### config.mk
export PLATFORM = sky130hd
export DESIGN_NAME = irq_entry_seq
export DESIGN_NICKNAME = d
export VERILOG_FILES = /design/src/rtl/irq_entry_pkg.sv /design/src/rtl/irq_entry_arb.sv /design/src/rtl/irq_entry_fsm.sv /design/src/rtl/irq_entry_seq.sv
export SDC_FILE = /design/constraint.sdc
export NUM_CORES = 1
export LEC_CHECK = 0
export CAP_MARGIN = 0
export CORE_AREA = 2 2 175 177
export CTS_CLUSTER_DIAMETER = 50
export CTS_CLUSTER_SIZE = 40
export DETAILED_ROUTE_END_ITERATION = 7
export DIE_AREA = 0 0 177 179
export GPL_TIMING_DRIVEN = 1
export PLACE_DENSITY = 0.69
export SYNTH_ARGS = -nofsm -noshare
export SYNTH_HDL_FRONTEND = slang
export SYNTH_SLANG_ARGS = --single-unit
### constraint.sdc
create_clock -name clk -period 25 [get_ports clk]
set_input_delay 5 -clock clk [delete_from_list [all_inputs] [get_ports clk]]
set_output_delay 5 -clock clk [all_outputs]
set_load 0.01 [all_outputs]
### src/rtl/irq_entry_pkg.sv
package irq_entry_pkg;

   typedef enum logic [1:0] {
      K_SRSAVE = 2'd0,
      K_PCSAVE = 2'd1,
      K_VECRD  = 2'd2,
      K_FETCH  = 2'd3
   } acc_kind_t;

   typedef enum logic [3:0] {
      S_IDLE, S_DEC, S_WAIT,
      S_OV1, S_SRW, S_OV2, S_PCW, S_OV3, S_VECR, S_OV4, S_OV5,
      S_FETCH
   } seq_state_t;

endpackage

### src/rtl/irq_entry_arb.sv
module irq_entry_arb #(
   parameter int NPER         = 4,
   parameter int NIRQ         = 4,
   parameter int LVL_W        = 4,
   parameter int VEC_W        = 8,
   parameter int PER_VEC_BASE = 64,
   parameter int IRQ_VEC_BASE = 32,
   localparam int NSRC        = NPER + NIRQ,
   localparam int IDX_W       = (NSRC > 1) ? $clog2(NSRC) : 1
) (
   input  logic [NSRC-1:0]       pend,
   input  logic [NPER*LVL_W-1:0] per_lvl,
   input  logic [NIRQ*LVL_W-1:0] irq_lvl,
   output logic                  any,
   output logic [LVL_W-1:0]      best_lvl,
   output logic [IDX_W-1:0]      best_idx,
   output logic [VEC_W-1:0]      best_vec,
   output logic                  best_is_pin
);

   logic [LVL_W-1:0] lv [NSRC];

   for (genvar g = 0; g < NPER; g++) begin : g_per
      assign lv[g] = per_lvl[g*LVL_W +: LVL_W];
   end
   for (genvar g = 0; g < NIRQ; g++) begin : g_pin
      assign lv[NPER+g] = irq_lvl[g*LVL_W +: LVL_W];
   end

   // Scan from the highest index down; ">=" lets a lower index take a tie,
   // and peripherals sit below pins in the combined index.
   always_comb begin
      any      = 1'b0;
      best_lvl = '0;
      best_idx = '0;
      for (int i = NSRC - 1; i >= 0; i--) begin
         if (pend[i] && (!any || lv[i] >= best_lvl)) begin
            any      = 1'b1;
            best_lvl = lv[i];
            best_idx = IDX_W'(i);
         end
      end
   end

   always_comb begin
      best_is_pin = (int'(best_idx) >= NPER);
      if (best_is_pin) best_vec = VEC_W'(IRQ_VEC_BASE + int'(best_idx) - NPER);
      else             best_vec = VEC_W'(PER_VEC_BASE + int'(best_idx));
   end

endmodule

### src/rtl/irq_entry_fsm.sv
module irq_entry_fsm
   import irq_entry_pkg::*;
#(
   parameter int DEC_FAST = 2,
   parameter int DEC_SLOW = 3,
   localparam int CNT_W   = $clog2(DEC_SLOW + 1)
) (
   input  logic       clk,
   input  logic       rst_n,
   input  logic       start,
   input  logic       start_slow,
   input  logic       seq_ok,
   input  logic       mem_ready,
   output logic       idle,
   output logic       busy,
   output logic       load_ctx,
   output logic       vec_cap,
   output logic       done,
   output logic       mem_req,
   output logic [1:0] mem_kind
);

   seq_state_t       state;
   logic [CNT_W-1:0] dec_cnt;
   acc_kind_t        kind;

   assign load_ctx = ((state == S_DEC) && (dec_cnt == '0) && seq_ok) ||
                     ((state == S_WAIT) && seq_ok);

   always_ff @(posedge clk or negedge rst_n) begin
      if (!rst_n) begin
         state   <= S_IDLE;
         dec_cnt <= '0;
      end else begin
         case (state)
            S_IDLE:  if (start) begin
                        state   <= S_DEC;
                        dec_cnt <= start_slow ? CNT_W'(DEC_SLOW - 2) : CNT_W'(DEC_FAST - 2);
                     end
            S_DEC:   if (dec_cnt != '0) dec_cnt <= dec_cnt - 1'b1;
                     else if (seq_ok)   state <= S_OV1;
                     else               state <= S_WAIT;
            S_WAIT:  if (seq_ok) state <= S_OV1;
            S_OV1:   state <= S_SRW;
            S_SRW:   if (mem_ready) state <= S_OV2;
            S_OV2:   state <= S_PCW;
            S_PCW:   if (mem_ready) state <= S_OV3;
            S_OV3:   state <= S_VECR;
            S_VECR:  if (mem_ready) state <= S_OV4;
            S_OV4:   state <= S_OV5;
            S_OV5:   state <= S_FETCH;
            S_FETCH: if (mem_ready) state <= S_IDLE;
            default: state <= S_IDLE;
         endcase
      end
   end

   always_comb begin
      mem_req = 1'b1;
      kind    = K_SRSAVE;
      case (state)
         S_SRW:   kind = K_SRSAVE;
         S_PCW:   kind = K_PCSAVE;
         S_VECR:  kind = K_VECRD;
         S_FETCH: kind = K_FETCH;
         default: mem_req = 1'b0;
      endcase
   end

   assign mem_kind = kind;
   assign idle     = (state == S_IDLE);
   assign busy     = !idle;
   assign vec_cap  = (state == S_VECR) && mem_ready;
   assign done     = (state == S_FETCH) && mem_ready;

   assert_kind_hold_R6: assert property (@(posedge clk) disable iff (!rst_n)
      (mem_req && !mem_ready) |=> (mem_req && $stable(mem_kind)));

   assert_entry_gated_R4: assert property (@(posedge clk) disable iff (!rst_n)
      (state == S_OV1) |-> $past(seq_ok));

   assert_done_busy_R9: assert property (@(posedge clk) disable iff (!rst_n)
      done |-> busy);

   assert_idle_after_done_R9: assert property (@(posedge clk) disable iff (!rst_n)
      done |=> !busy);

endmodule

### src/rtl/irq_entry_seq.sv
module irq_entry_seq
   import irq_entry_pkg::*;
#(
   parameter int NPER         = 4,
   parameter int NIRQ         = 4,
   parameter int LVL_W        = 4,
   parameter int VEC_W        = 8,
   parameter int XLEN         = 32,
   parameter int MASK_LSB     = 4,
   parameter int NMI_VEC      = 11,
   parameter int PER_VEC_BASE = 64,
   parameter int IRQ_VEC_BASE = 32,
   parameter int DEC_FAST     = 2,
   parameter int DEC_SLOW     = 3
) (
   input  logic                  clk,
   input  logic                  rst_n,
   input  logic                  nmi_req,
   input  logic [NPER-1:0]       per_req,
   input  logic [NPER*LVL_W-1:0] per_lvl,
   input  logic [NIRQ-1:0]       irq_req,
   input  logic [NIRQ*LVL_W-1:0] irq_lvl,
   input  logic [XLEN-1:0]       sr_in,
   input  logic [XLEN-1:0]       pc_in,
   input  logic [XLEN-1:0]       sp_in,
   input  logic [XLEN-1:0]       vbr_in,
   input  logic                  cpu_seq_done,
   input  logic                  mask_defer,
   output logic                  mem_req,
   output logic                  mem_we,
   output logic [1:0]            mem_kind,
   output logic [XLEN-1:0]       mem_addr,
   output logic [XLEN-1:0]       mem_wdata,
   input  logic [XLEN-1:0]       mem_rdata,
   input  logic                  mem_ready,
   output logic                  busy,
   output logic                  done,
   output logic [XLEN-1:0]       sr_new,
   output logic [XLEN-1:0]       sp_out,
   output logic [XLEN-1:0]       handler_pc
);

   localparam int NSRC  = NPER + NIRQ;
   localparam int IDX_W = (NSRC > 1) ? $clog2(NSRC) : 1;

   if (DEC_FAST < 2 || DEC_SLOW < DEC_FAST) begin : g_bad_dec
      $error("decision latencies must satisfy 2 <= DEC_FAST <= DEC_SLOW");
   end
   if (MASK_LSB + LVL_W > XLEN || VEC_W + 2 > XLEN) begin : g_bad_width
      $error("mask field or scaled vector does not fit in XLEN");
   end
   if (NPER < 1 || NIRQ < 1) begin : g_bad_count
      $error("each maskable class needs at least one line");
   end

   // pending latches
   logic            nmi_pend;
   logic [NSRC-1:0] src_pend, src_clr;
   logic            arb_any, arb_pin;
   logic [LVL_W-1:0] arb_lvl, cur_mask;
   logic [IDX_W-1:0] arb_idx;
   logic [VEC_W-1:0] arb_vec;
   logic            idle, accept, load_ctx, vec_cap;

   irq_entry_arb #(
      .NPER(NPER), .NIRQ(NIRQ), .LVL_W(LVL_W), .VEC_W(VEC_W),
      .PER_VEC_BASE(PER_VEC_BASE), .IRQ_VEC_BASE(IRQ_VEC_BASE)
   ) u_arb (
      .pend(src_pend), .per_lvl(per_lvl), .irq_lvl(irq_lvl),
      .any(arb_any), .best_lvl(arb_lvl), .best_idx(arb_idx),
      .best_vec(arb_vec), .best_is_pin(arb_pin)
   );

   assign cur_mask = sr_in[MASK_LSB +: LVL_W];
   assign accept   = idle && (nmi_pend || (arb_any && (arb_lvl > cur_mask)));
   assign src_clr  = (accept && !nmi_pend) ? (NSRC'(1) << arb_idx) : '0;

   always_ff @(posedge clk or negedge rst_n) begin
      if (!rst_n) begin
         nmi_pend <= 1'b0;
         src_pend <= '0;
      end else begin
         nmi_pend <= (nmi_pend | nmi_req) & ~(accept & nmi_pend);
         src_pend <= (src_pend | {irq_req, per_req}) & ~src_clr;
      end
   end

   // accepted winner
   logic             cur_nmi;
   logic [LVL_W-1:0] cur_lvl;
   logic [VEC_W-1:0] cur_vec;

   always_ff @(posedge clk or negedge rst_n) begin
      if (!rst_n) begin
         cur_nmi <= 1'b0;
         cur_lvl <= '0;
         cur_vec <= '0;
      end else if (accept) begin
         cur_nmi <= nmi_pend;
         cur_lvl <= nmi_pend ? '1 : arb_lvl;
         cur_vec <= nmi_pend ? VEC_W'(NMI_VEC) : arb_vec;
      end
   end

   irq_entry_fsm #(.DEC_FAST(DEC_FAST), .DEC_SLOW(DEC_SLOW)) u_fsm (
      .clk(clk), .rst_n(rst_n),
      .start(accept), .start_slow(!nmi_pend && arb_pin),
      .seq_ok(cpu_seq_done && !mask_defer), .mem_ready(mem_ready),
      .idle(idle), .busy(busy), .load_ctx(load_ctx), .vec_cap(vec_cap),
      .done(done), .mem_req(mem_req), .mem_kind(mem_kind)
   );

   // context captured when the entry frame begins
   logic [XLEN-1:0] sr_q, pc_q, sp_q, vbr_q, srn_q, hnd_q, srn_d;

   always_comb begin
      srn_d = sr_in;
      srn_d[MASK_LSB +: LVL_W] = cur_lvl;
   end

   always_ff @(posedge clk or negedge rst_n) begin
      if (!rst_n) begin
         sr_q <= '0; pc_q <= '0; sp_q <= '0; vbr_q <= '0; srn_q <= '0; hnd_q <= '0;
      end else begin
         if (load_ctx) begin
            sr_q  <= sr_in;
            pc_q  <= pc_in;
            sp_q  <= sp_in;
            vbr_q <= vbr_in;
            srn_q <= srn_d;
         end
         if (vec_cap) hnd_q <= mem_rdata;
      end
   end

   always_comb begin
      mem_addr  = hnd_q;
      mem_wdata = '0;
      mem_we    = 1'b0;
      case (acc_kind_t'(mem_kind))
         K_SRSAVE: begin mem_addr = sp_q - XLEN'(4); mem_wdata = sr_q; mem_we = mem_req; end
         K_PCSAVE: begin mem_addr = sp_q - XLEN'(8); mem_wdata = pc_q; mem_we = mem_req; end
         K_VECRD:  mem_addr = vbr_q + (XLEN'(cur_vec) << 2);
         default:  mem_addr = hnd_q;
      endcase
   end

   assign sr_new     = srn_q;
   assign sp_out     = sp_q - XLEN'(8);
   assign handler_pc = hnd_q;

   assert_addr_hold_R6: assert property (@(posedge clk) disable iff (!rst_n)
      (mem_req && !mem_ready) |=> (mem_req && $stable(mem_addr)));

   assert_mask_gate_R2: assert property (@(posedge clk) disable iff (!rst_n)
      $rose(busy) |-> (cur_nmi || (cur_lvl > $past(cur_mask))));

   assert_nmi_first_R1: assert property (@(posedge clk) disable iff (!rst_n)
      ($rose(busy) && $past(nmi_pend)) |-> cur_nmi);

endmodule

==> results.cfg, run 1 <==
[synth]
syn-num-nets = 1488
synth.most_common_cell = dfrtp_1
syn_area_um2 = 11800
ys_seq_area_share_pct = 40.4
synthTopCellsByCount = dfrtp_1 (190), mux2_2 (160), nand2_1 (151)
synth_flop_cell = dfrtp_1
synthTopCellsByArea = dfrtp_1 (40%), mux2_2 (15%), nand2_1 (4.8%)
ys_ff_latch = 190
synthArstFlopShare_pct = 100
synth_top_area_share_pct = 40.4
synthCells = 1238
synth_cell_types = 58
syn-mean-instance-area_um2 = 9.51
synth-edff-count = 0
synth_top_area_cell = dfrtp_1
synth_warnings = 0

[floorplanning]
die_x_um = 177
chipHeight_um = 179
die_area_um2 = 31700
initial_utilization_pct = 39.2
pin_count = 372
coreArea_um2 = 30000
fp-row-count = 64

[final_layout]
fillCellCount = 2743
drive_above_1_share_pct = 14.1
nets = 1784
multiInputGateArea_um2 = 6430
seqCellArea_um2 = 4750
syn_to_final_growth_pct = 37.4

[worst_setup_path]
crit_required_ns = 25.36
critPathMaxStageDelay_ns = 0.87
reg2reg_from = src_pend[7]
crit_fanout = 13
startpoint_type = input port
cp.arrival_ns = 18.60
reg2reg_slack_ns = 11.23
crit_path_end_kind = register
slowest_stage = o21ai_0
critical_path_class = input port to register
startpoint = irq_lvl[14]

[sta]
hold_viol_final = 0
relSlewSlack_pct = 23.6
worstMarginPinSlew_ns = 1.15
whs_ns = 0.503
worst_slack_ns = 6.76
skew_ns = 0.0129
setup_viol = 0
rsz0062_at_grt = no
period_share_pct = 73.0
drv_slew = 0
finalSetupTns_ns = 0
max_freq_mhz = 54.8
min_period_ns = 18.24

[cts]
clockRootBuffer = clkbuf_16
post-cts-setup-buffers = 0
clk_pin_slew_worst_paths_ns = 0.08
clock_latency_ns = 0.44
cts-hold-fix-buffers = 0
cts_buffers = 17
cts_tree = done
cts_resized = 0
clock_path_buffers = 2
clkSinkCount = 190
htree_levels = 4

[grt]
grt_overflow_total = 0
gr-usage-all-layers_pct = 24.7
grt_pass1_vias = 10300
antenna_found_initial = 6
grt_first_pass_wirelength_um = 60100
grt_start_max_net_pins = 85

[hold_path]
hold_class = register to register
hold_path.startpoint = cur_vec[6]

[drt]
ant_nets = 0
drc = 0
vias = 10600
drtIter0Drc = 910
wire_per_inst_um = 20.6
drt_pass1_iterations = 5
wirelength_um = 40100
viasPerCell = 5.45

[place]
dp_hpwl_um = 30900
gp_congestion = 0.935
port_buffers = 371
post-place-ws_ns = 6.52

[pwr]
power_uw = 2170
total_leakage_power_uw = 0.00667
swShare_pct = 42.3
p_per_area_nw_per_um2 = 134
p_int_uw = 1250
p_comb_share_pct = 58.5
max-vdd-ir-drop_uv = 73.0
switchingPower_uw = 920
p_clk_share_pct = 12.9
seqPwrFrac_pct = 28.5

[flow_run]
cap_violations = 0

[status]
outcome = complete, no violations
sequential cells by signal, indices dropped and copies added, names as in the netlist:
name / cells
cur_lvl: 4
cur_vec: 7
src_pend: 8
u_fsm.dec_cnt: 2
pc_q: 32
sr_q: 32
sp_q: 32
u_fsm.state: 4
nmi_pend: 1
handler_pc: 32
vbr_q: 32
sr_new: 4
power groups by stage:
stage	Sequential (uW)	Clock, uW	Combinational, uW
detailed placement	624	0	1270
global placement	618	0	1250
finish	620	281	1270
floorplan	553	0	780
global route	640	298	1390
CTS	618	286	1280
per-layer routing:
layer	track usage (%)	wire length, um
met1	31.1	16400
met2	42.6	19900
met3	4.96	2780
met4	7.44	964
met5	0	44
worst max-delay path: cells and delay by family:
family          cells  cell delay (ns)
compound gates     30             8.55
simple gates       10             1.68
fa+ha+maj           8             2.27
buf+inv             3             0.68
mux                 2             0.41
worst paths after layout:
check / end / depth (start not counted)
max: cur_lvl[1] / 53
min: cur_vec[6] / 1
max reg2reg: cur_lvl[1] / 52
min reg2reg: cur_vec[6] / 1
max in group asynchronous: sr_q[19] / 3
min in group asynchronous: sr_q[26] / 1
area by class of cell:
cell class,count,area share (%)
multi-input cells,915,39.8
diodes,3,0.0464
inverters,31,0.719
flip-flops and latches,190,29.4
clock buffers,18,2.65
repair buffers,379,23.3
clock inverters,14,1.04
well taps,396,3.06
through the flow:
step                      area (um2)  cells  utilization [%]
after floorplan                11800   1238                -
after global placement         15600   1911             51.9
after detailed placement       15600   1911             51.9
after CTS                      16200   1943             53.9
after global routing           16200   1943             53.9
final                          16200   1946             53.9
layout by cell type (no fill, tap or decap), types with 30 or more instances in the layout:
cell type        instances
nor2_1                  95
ha_1                    43
inv_1                   30
a21oi_1                 76
dfrtp_1                190
o21ai_0                 63
xor2_1                  38
nand2_1                151
clkdlybuf4s50_1        370
mux2_2                 160
cells by family after synthesis:
kind of cell	Yosys count	synth area share, %
buf+inv	133	5.27
fa+ha+maj	44	4.74
compound gates	251	13.4
mux	169	16.1
simple gates	385	15.2
xor+xnor	66	4.91
flops	190	40.4
No activity file was read; power rests on OpenSTA's default activity.
==> run 2, diff against run 1 <==
==> constraint.sdc (replaced) <==
create_clock -name clk -period 17.5 [get_ports clk]
set_input_delay 3.5 -clock clk [delete_from_list [all_inputs] [get_ports clk]]
set_output_delay 3.5 -clock clk [all_outputs]
set_load 0.01 [all_outputs]
==> results.cfg, run 2 (synthesized netlist as in run 1, its figures left out) <==
[cts]
clock_path_buffers = 2
cts_tree = done
clkSinkCount = 190
cts_buffers = 17
clockRootBuffer = clkbuf_16
cts-hold-fix-buffers = 0
clock_latency_ns = 0.44
clk_pin_slew_worst_paths_ns = 0.08
post-cts-setup-buffers = 0
htree_levels = 4
cts_resized = 0

[worst_setup_path]
cp.arrival_ns = 16.53
crit_buf_inv = 3
crit_fanout = 13
cp.depth = 54
slowest_stage = a31oi_1
cp_top_family = compound AO/OA/AOI/OAI gates
worst_path_most_repeated_cell = o21ai_0
startpoint_type = input port
critical_path_class = input port to register
crit_required_ns = 17.85
crit_path_end_kind = register
rr_worst_depth = 53
critPathMaxStageDelay_ns = 0.70

[drt]
wirelength_um = 40800
vias = 10700
ant_nets = 0
wire_per_inst_um = 20.9
drc = 0
top_layer_used = met5
viasPerCell = 5.48
drt_pass1_iterations = 5
drtIter0Drc = 664
wl_met1_um = 16600
wl_met3_um = 2960
wl_met2_um = 19900

[floorplanning]
die_x_um = 177
fp-row-count = 64
coreArea_um2 = 30000
die_area_um2 = 31700
chipHeight_um = 179
pin_count = 372
initial_utilization_pct = 39.2

[grt]
antenna_found_initial = 4
grt_pass1_vias = 10300
grt_overflow_total = 0
gr-usage-all-layers_pct = 24.9
grt_start_max_net_pins = 85
grt_first_pass_wirelength_um = 60100

[hold_path]
hold_class = register to register
hold-path-cell-count = 1

[place]
placed_cell_area_um2 = 15600
dpl.cell_count = 1912
gp_congestion = 0.936
dp_hpwl_um = 31200
port_buffers = 371

[final_layout]
final_cells = 1949
final_cell_mix = clkdlybuf4s50_1 (370), dfrtp_1 (190), mux2_2 (160), nand2_1 (151), nor2_1 (95)
final_util_pct = 54.0
nets = 1785
fin_area_um2 = 16200
layout_commonest_cell = clkdlybuf4s50_1
syn_to_final_growth_pct = 37.6
drive_above_1_share_pct = 14.2

[sta]
relSlewSlack_pct = 26.5
worstMarginPinSlew_ns = 1.10
min_period_ns = 16.18
finalSetupTns_ns = 0
rsz0062_at_grt = no
setup_viol = 0
skew_ns = 0.0100
period_share_pct = 92.4
hold_viol_final = 0
drv_slew = 0
max_freq_mhz = 61.8

[pwr]
p_per_area_nw_per_um2 = 192
max-vdd-ir-drop_uv = 106
total_leakage_power_uw = 0.00668

[flow_run]
cap_violations = 0

[status]
outcome = complete, no violations
==> run 2: changes by cell type in the layout (fill, tap and decap cells not counted) <==
cell | previous run | this run
diode_2 | 3 | 5
inv_6 | 4 | 6
inv_8 | 4 | 2
buf_4 | 8 | 9
clkinv_8 | 2 | 3
clkinvlp_4 | 1 | 0
o31ai_1 | 3 | 2
o31ai_2 | 0 | 1
==> run 2: power by group <==
part / internal (uW) / total, uW / switching (uW)
clock: 206 / 402 / 196
sequential: 644 / 890 / 246
combinational: 944 / 1820 / 879
total: 1790 / 3120 / 1320
==> run 2: metrics by stage <==
stage               hold slack [ns]  total power [uW]  setup WS [ns]
floorplan                     0.454              1900           3.26
global placement              0.476              2680           1.36
detailed placement            0.484              2710          0.882
CTS                           0.507              3120           1.32
global route                  0.520              3330         0.0963
finish                        0.503              3120           1.32
==> run 2: area by class of cell <==
type                    count  area [um2]
diodes                      5        12.5
repair buffers            380        3780
well taps                 396         495
multi-input cells         915        6440
clock buffers              18         429
clock inverters            14         171
fillers                  2780       13800
inverters                  31         116
flip-flops and latches    190        4750
==> run 2: layer usage <==
| layer | GRT usage, % | up-vias |
|---|---|---|
| met5 | 0 | - |
| met4 | 9.50 | 2 |
| met3 | 5.53 | 66 |
| met2 | 42.1 | 438 |
| met1 | 30.9 | 5199 |
| li1 | - | 4981 |
==> run 2: worst paths after layout <==
kind | from | end | slack, ns
max | irq_lvl[14] | cur_lvl[0] | 1.32
min | cur_vec[6] | cur_vec[6] | 0.50
max reg2reg | src_pend[7] | cur_lvl[0] | 4.28
min reg2reg | cur_vec[6] | cur_vec[6] | 0.50
max in group asynchronous | rst_n | sr_new[6] | 12.37
min in group asynchronous | rst_n | sr_q[26] | 3.02
==> run 2: worst reg2reg max path, delay by kind of cell, from the launching register on <==
kind,cells,cell delay [ns]
AO/OA/AOI/OAI,30,7.77
adder cells (fa/ha/maj),8,2.13
buffers and inverters,2,0.16
flip-flops,1,0.52
multiplexers,2,0.43
AND/OR/NAND/NOR,11,2.15
